## config.mk

```make
export PLATFORM = sky130hd
export DESIGN_NAME = brcond_eval
export DESIGN_NICKNAME = d
export VERILOG_FILES = /design/src/rtl/brcond_pkg.sv /design/src/rtl/brcond_flag_unit.sv /design/src/rtl/brcond_bit_unit.sv /design/src/rtl/brcond_eval.sv
export SDC_FILE = /design/constraint.sdc
export NUM_CORES = 1
export LEC_CHECK = 0
export BUFFER_PORTS_ARGS = -buffer_cell sky130_fd_sc_hd__buf_4
export CAP_MARGIN = 20
export CORE_AREA = 2 2 39 41
export DETAILED_ROUTE_END_ITERATION = 6
export DIE_AREA = 0 0 41 43
export PLACE_DENSITY = 0.51
export RECOVER_POWER = 50
export SETUP_SLACK_MARGIN = 0.3
export SLEW_MARGIN = 40
export SYNTH_ARGS = -nofsm -noshare
export SYNTH_HDL_FRONTEND = slang
export SYNTH_SLANG_ARGS = --single-unit
export TNS_END_PERCENT = 20
```

## constraint.sdc

```tcl
create_clock -name clk -period 1.5 [get_ports clk]
set_input_delay 0.225 -clock clk [delete_from_list [all_inputs] [get_ports clk]]
set_output_delay 0.225 -clock clk [all_outputs]
set_load 0.02 [all_outputs]
```

## src/rtl/brcond_pkg.sv

```systemverilog
// Package: shared condition-select encoding for the branch evaluator.
// Assumes a 4-bit select; codes above SEL_BITTEST are undefined.
package brcond_pkg;

    localparam int SEL_W = 4;

    typedef enum logic [SEL_W-1:0] {
        SEL_N_CLR   = 4'd0,
        SEL_N_SET   = 4'd1,
        SEL_V_CLR   = 4'd2,
        SEL_V_SET   = 4'd3,
        SEL_C_CLR   = 4'd4,
        SEL_C_SET   = 4'd5,
        SEL_Z_CLR   = 4'd6,
        SEL_Z_SET   = 4'd7,
        SEL_ALWAYS  = 4'd8,
        SEL_BITTEST = 4'd9
    } brsel_e;

endpackage

```

## src/rtl/brcond_flag_unit.sv

```systemverilog
// Module: flag-condition decoder.
// Turns a condition select and the N/V/C/Z flags into a combinational hit.
// Assumes: bit-test and undefined codes return 0 here; the top handles bit-test.
module brcond_flag_unit
    import brcond_pkg::*;
(
    input  logic [SEL_W-1:0] sel,
    input  logic             flag_n,
    input  logic             flag_v,
    input  logic             flag_c,
    input  logic             flag_z,
    output logic             hit
);

    // Purpose: pick a flag and its required polarity from the select code.
    always_comb begin
        case (sel)
            SEL_N_CLR:  hit = ~flag_n;
            SEL_N_SET:  hit =  flag_n;
            SEL_V_CLR:  hit = ~flag_v;
            SEL_V_SET:  hit =  flag_v;
            SEL_C_CLR:  hit = ~flag_c;
            SEL_C_SET:  hit =  flag_c;
            SEL_Z_CLR:  hit = ~flag_z;
            SEL_Z_SET:  hit =  flag_z;
            SEL_ALWAYS: hit = 1'b1;
            default:    hit = 1'b0;
        endcase
    end

endmodule

```

## src/rtl/brcond_bit_unit.sv

```systemverilog
// Module: bit-test decoder.
// Takes the bit index from the opcode field at IDX_LSB and the polarity from
// the opcode's top bit. It reports a hit when the chosen bit of the data
// equals that polarity.
// Assumes: IDX_LSB + log2(DATA_W) <= DATA_W - 1, so the index field and the
// polarity bit do not overlap.
module brcond_bit_unit #(
    parameter int DATA_W  = 8,
    parameter int IDX_LSB = 4
) (
    input  logic [DATA_W-1:0] opcode,
    input  logic [DATA_W-1:0] test_byte,
    output logic              hit
);

    localparam int IDX_W   = $clog2(DATA_W);
    localparam int POL_BIT = DATA_W - 1;

    logic [IDX_W-1:0]  bit_idx;
    logic [DATA_W-1:0] one_hot;
    logic              picked;
    logic              unused_op_low;

    assign bit_idx       = opcode[IDX_LSB +: IDX_W];
    assign unused_op_low = ^opcode[IDX_LSB-1:0];

    // Purpose: decode the index field into a one-hot mask, one lane per data bit.
    for (genvar i = 0; i < DATA_W; i++) begin : g_lane
        assign one_hot[i] = (bit_idx == IDX_W'(i));
    end

    // Purpose: extract the chosen bit and compare it with the required polarity.
    always_comb begin
        picked = |(one_hot & test_byte);
        hit    = (picked == opcode[POL_BIT]);
    end

endmodule

```

## src/rtl/brcond_eval.sv

```systemverilog
// Module: branch and bit-test condition evaluator (top).
// Chooses between the flag decoder and the bit-test decoder, qualifies the
// result with in_valid, and registers it on br_taken.
// Assumes: synchronous active-low reset; one-cycle latency from request to result.
module brcond_eval
    import brcond_pkg::*;
#(
    parameter int DATA_W  = 8,
    parameter int IDX_LSB = 4
) (
    input  logic              clk,
    input  logic              rst_n,
    input  logic              in_valid,
    input  logic [SEL_W-1:0]  cond_sel,
    input  logic              flag_n,
    input  logic              flag_v,
    input  logic              flag_c,
    input  logic              flag_z,
    input  logic [DATA_W-1:0] opcode,
    input  logic [DATA_W-1:0] test_byte,
    output logic              br_taken
);

    localparam int IDX_W   = $clog2(DATA_W);
    localparam int POL_BIT = DATA_W - 1;

    logic flag_hit;
    logic bit_hit;
    logic decision;

    brcond_flag_unit u_flag (
        .sel    (cond_sel),
        .flag_n (flag_n),
        .flag_v (flag_v),
        .flag_c (flag_c),
        .flag_z (flag_z),
        .hit    (flag_hit)
    );

    brcond_bit_unit #(
        .DATA_W  (DATA_W),
        .IDX_LSB (IDX_LSB)
    ) u_bit (
        .opcode    (opcode),
        .test_byte (test_byte),
        .hit       (bit_hit)
    );

    // Purpose: route the bit-test result in bit-test mode, else the flag result.
    always_comb begin
        decision = (cond_sel == SEL_BITTEST) ? bit_hit : flag_hit;
    end

    // Purpose: register the valid-qualified decision; clear it in reset.
    always_ff @(posedge clk) begin
        if (!rst_n) begin
            br_taken <= 1'b0;
        end else begin
            br_taken <= in_valid & decision;
        end
    end

    // reset forces not-taken
    a_r1_reset_clears: assert property (@(posedge clk)
        !rst_n |=> !br_taken);

    // idle cycle gives not-taken
    a_r2_idle_quiet: assert property (@(posedge clk) disable iff (!rst_n)
        !in_valid |=> !br_taken);

    // N set branch follows the flag
    a_r3_n_set: assert property (@(posedge clk) disable iff (!rst_n)
        (in_valid && cond_sel == SEL_N_SET) |=> (br_taken == $past(flag_n)));

    // carry clear branch follows the inverted flag
    a_r5_c_clr: assert property (@(posedge clk) disable iff (!rst_n)
        (in_valid && cond_sel == SEL_C_CLR) |=> (br_taken == !$past(flag_c)));

    // unconditional form
    a_r7_always: assert property (@(posedge clk) disable iff (!rst_n)
        (in_valid && cond_sel == SEL_ALWAYS) |=> br_taken);

    // test-for-set on the indexed data bit
    a_r8_bit_set: assert property (@(posedge clk) disable iff (!rst_n)
        (in_valid && cond_sel == SEL_BITTEST && opcode[POL_BIT])
        |=> (br_taken == $past(test_byte[opcode[IDX_LSB +: IDX_W]])));

    // test-for-clear on the indexed data bit
    a_r9_bit_clr: assert property (@(posedge clk) disable iff (!rst_n)
        (in_valid && cond_sel == SEL_BITTEST && !opcode[POL_BIT])
        |=> (br_taken == !$past(test_byte[opcode[IDX_LSB +: IDX_W]])));

    // undefined select codes
    a_r10_undef: assert property (@(posedge clk) disable iff (!rst_n)
        (in_valid && cond_sel > SEL_BITTEST) |=> !br_taken);

endmodule

```

# Yosys cells after proc, flatten, opt, wreduce, memory -nomap -nowiden
# Cells that the tools add are included.
# W data, S select, Z words.
# word_totals
reg_bits	1
input_bits	27
output_inout_bits	1
wordCells	29
# classes
eq_ne	17
muxes	2
n_bitwise	6
reduce_logical	3
# ops
op	count
$eq A4 B3 Y1 const B	4
$eq A3 B3 Y1 const B	4
$pmux W1 S9	1
$and A8 B8 Y8	1
$eq A4 B2 Y1 const B	2
$eq A4 B4 Y1 const B	2
$reduce_or A8 Y1	1
$eq A3 B2 Y1 const B	2
$eq A4 B1 Y1 const B	1
$logic_not A4 Y1	1
$not A1 Y1	4
$eq A3 B1 Y1 const B	1
$logic_not A3 Y1	1
$and A1 B1 Y1	1
$eq A1 B1 Y1	1
$mux W1	1

# Depth between registers and ports, before layout
# depth
ltp_word	6
mapped_depth	4
mapped_depth_nobuf	4

# Cells and area by module
# From an unflattened synthesis, not the netlist that was laid out.
# hier_totals
hier_cells	21
area_unflattened_um2	198.9
# modules_own_cells
mod	instances	cells_per_inst	area_each_um2	seq_area_each_um2
brcond_bit_unit	1	7	76.3	0.0
brcond_flag_unit	1	9	70.1	0.0
brcond_eval	1	5	52.6	20.0

# Least setup slack after synthesis
# OpenSTA, ideal clock, no wires.
# synth_path
path_kind	input -> register
from	input port opcode[5]
to	register br_taken
setup_time_ps	103
t_arrival_ps	1314
slack_ps	83
stages	4
path_buffers	0
cell_sequence	mux4_1 mux2i_1 xnor2_1 a2111oi_2
# synth_between
elab_chain_cells	6
word_cells_on_any_way	13
classes_between	eq/ne (8); mux (1); bitwise (2); reduce/logical (2)
# synth_rtl
item	line_no	rtl
start: declaration	brcond_eval.sv:19	input logic [DATA_W-1:0] opcode,
$eq A3 B1 Y1 (tied with other cells)	brcond_bit_unit.sv:29	assign one_hot[i] = (bit_idx == IDX_W'(i));
$and A8 B8 Y8 *	brcond_bit_unit.sv:34	picked = |(one_hot & test_byte);
$reduce_or A8 Y1 *	brcond_bit_unit.sv:34	
$eq A1 B1 Y1 *	brcond_bit_unit.sv:35	hit = (picked == opcode[POL_BIT]);
$mux W1 *	brcond_eval.sv:51	decision = (cond_sel == SEL_BITTEST) ? bit_hit : flag_hit;
$and A1 B1 Y1 *	brcond_eval.sv:59	br_taken <= in_valid & decision;
end signal: assignment	brcond_eval.sv:59	
end: declaration	brcond_eval.sv:21	output logic br_taken
# Mark *: on every way between the ends. The rest lies on a longest branch, timed or not.
# A chain may end at the register's enable or synchronous reset.

# Final worst setup path
# Ends and elaborated chain as after synthesis.

==> results.md <==
- Syn Nets: 44
- Post-Route WL: slightly below 500 um
- Layout area overhead: 108%
- Setup TNS: 0 ns
- IO Port Bufs: 23
- Leakage: between 0.00015 and 0.0002 uW
- Critical Setup Path Class: input port to flip-flop
- Filler cells: about 150
- Layout cell share with drive strength beyond 1: 0.625
- Register area share after synthesis: 0.112
- Least-Margin Pin Slew: around 0.24 ns
- Unique cell type count in the Yosys netlist: 12
- Total grt overflow: 0
- Diodes inserted: 0
- F_max: just under 700 MHz
- Final Slew Violations: 0
- Wire length per cell: between 8 and 9 um
- Relative slew margins: 0.837
- Max VDD drop: between 80 and 90 uV
- Initial Util: 0.129
- # rows: 14
- Largest net degree at the start of global routing: 5
- Most flop-heavy register: br_taken
- Post-route ant nets: 0
- Cell depth of the worst setup path: 5
- Initial antenna violation count: 0
- Largest register FFs: 1
- DRC viols: 0
- Die area: between 1500 and 2000 um2
- CTS clk-pin slew, worst paths: 0 ns
- Crit path required time: around 1.4 ns
- Die width: 41 um
- Ys Warns: 0
- Top post-synthesis cells by area: mux4_1, xnor2_1, dfxtp_1, mux2i_1, a2111oi_2
- Initial DRC count: 0
- Cell family with most CP delay: multiplexers
- Worst Path Arrival: about 1.3 ns
- Dpl cells: 56
- Gpl congestion: 0.547
- Tcrit/Tclk final: 0.967
- Power per cell area: between 300 and 400 nW/um2
- Hold WC Path Type: input port to flip-flop
- Setup crit start: opcode[5]
- Design Area, Final: 372 um2
- CP startpoint kind: input port
- Largest registers: br_taken: 1 flops
- Vias in the first global route: 228
- Setup-failing EPs final: 0
- Via density: roughly 3.8
- CP max-delay cell: mux4_2
- CP peak stage delay: 0.48 ns
- #FFs+latches synth: 1
- Final Non-Filler Cells: 56
- Tot GR Track Use: 0.0562
- Multi-input gate area: ~150 um2
- Critical-path cell list: buf_8 -> mux4_2 -> mux2i_1 -> xnor2_1 -> a2111oi_2
- Final hold violations: 0
- Storage element area: ~20 um2
- Syn avg cell area: 10.5 um2
- RSZ-0062 raised after global routing: true
- Setup ws final: 0.0488 ns
- Critical Path End Type: flip-flop
- Post-synthesis cell area: approximately 180 um2
- Post-synth top area cell: mux4_1
- Max FO, Critical Path: 2
- Outcome: completed
- Io pins: 28
- Synth top area share: 0.294
- Min Tclk post-route: about 1.5 ns
- Setup crit end: br_taken$_SDFF_PN0_
- # Max-Cap Violations: 0
- Core area: 1380 um2
- First-pass GRT wire length: ~750 um
- Die height: roughly 43 um
- Dpl ws: -0.0335 ns
- Placed inst area: roughly 360 um2
- Worst Path Buf+Inv: 1
- Via count: 211
- Synth Instances: 17
- TritonRoute pass-1 iters: 1
- Layout Nets: between 60 and 70
==> layout by cell type, fill, tap and decap left out, types with 2 or more instances in the layout <==
master   netlist  layout
buf_4          0      20
nand2_1        2       2
mux4_2         0       2
mux2i_1        2       2
xnor2_1        3       3
==> cells in the mapped netlist (all sizes together) <==
library cell	n
o21ai	1
mux2i	2
o21a	1
nand2	2
mux4	2
or3	1
xnor2	3
a2111oi	1
a21oi	1
xor2	1
dfxtp	1
nor3	1
==> tightest hold or removal path, stage by stage <==
cell,delay (ns)
buf_4,0.10
nand2_1,0.06
a2111oi_2,0.05
==> report_power, final <==
part	switching, uW	leakage, uW	internal [uW]
Combinational	28.3	0.000158	64.0
Clock	0	0	0
Sequential	0.295	0.00000821	28.6
==> worst min path at each step <==
stage,start,end,slack [ns],cells after the start
after floorplan,in_valid,br_taken$_SDFF_PN0_,0.37,2
after global placement,in_valid,br_taken$_SDFF_PN0_,0.50,3
after global routing,in_valid,br_taken$_SDFF_PN0_,0.52,3
final,in_valid,br_taken$_SDFF_PN0_,0.49,3
after CTS,in_valid,br_taken$_SDFF_PN0_,0.50,3
after detailed placement,in_valid,br_taken$_SDFF_PN0_,0.50,3
==> cell type report <==
cell class                 instances  share of cell area
timing repair buffer              23               0.485
multi-input combinational         16               0.407
sequential                         1              0.0539
tap                               16              0.0539
==> per-layer routing <==
metal | up-vias | track usage | wire, um
met3 | 0 | 0 | 55
met2 | 11 | 0.122 | 279
met4 | 0 | 0 | 0
met1 | 87 | 0.0545 | 158
met5 | - | 0 | 0
li1 | 113 | - | -
==> cells by family (layout without fill, tap and decap cells) <==
group / Yosys count / after routing / share of synthesized area
xor+xnor: 4 / 4 / 0.196
compound gates: 4 / 4 / 0.182
mux: 4 / 4 / 0.406
flops: 1 / 1 / 0.112
buf+inv: 0 / 23 / 0
simple gates: 4 / 4 / 0.105
==> repair_timing <==
action / in CTS / in global routing
buffers inserted: 0 / 0
setup endpoints to repair: 1 / 1
gates cloned: 0 / 0
hold buffers: 0 / 0
pin swaps: 1 / 0
gates resized for setup: 3 / 0
==> stage by stage <==
step | hold slack [ns] | util | total power [uW]
CTS | 0.499 | 0.271 | 124
global route | 0.518 | 0.269 | 131
detailed placement | 0.500 | 0.263 | 122
floorplan | 0.373 | - | 66.2
global placement | 0.502 | 0.263 | 121
finish | 0.495 | 0.269 | 121
Power figures use the tool's default switching activity.
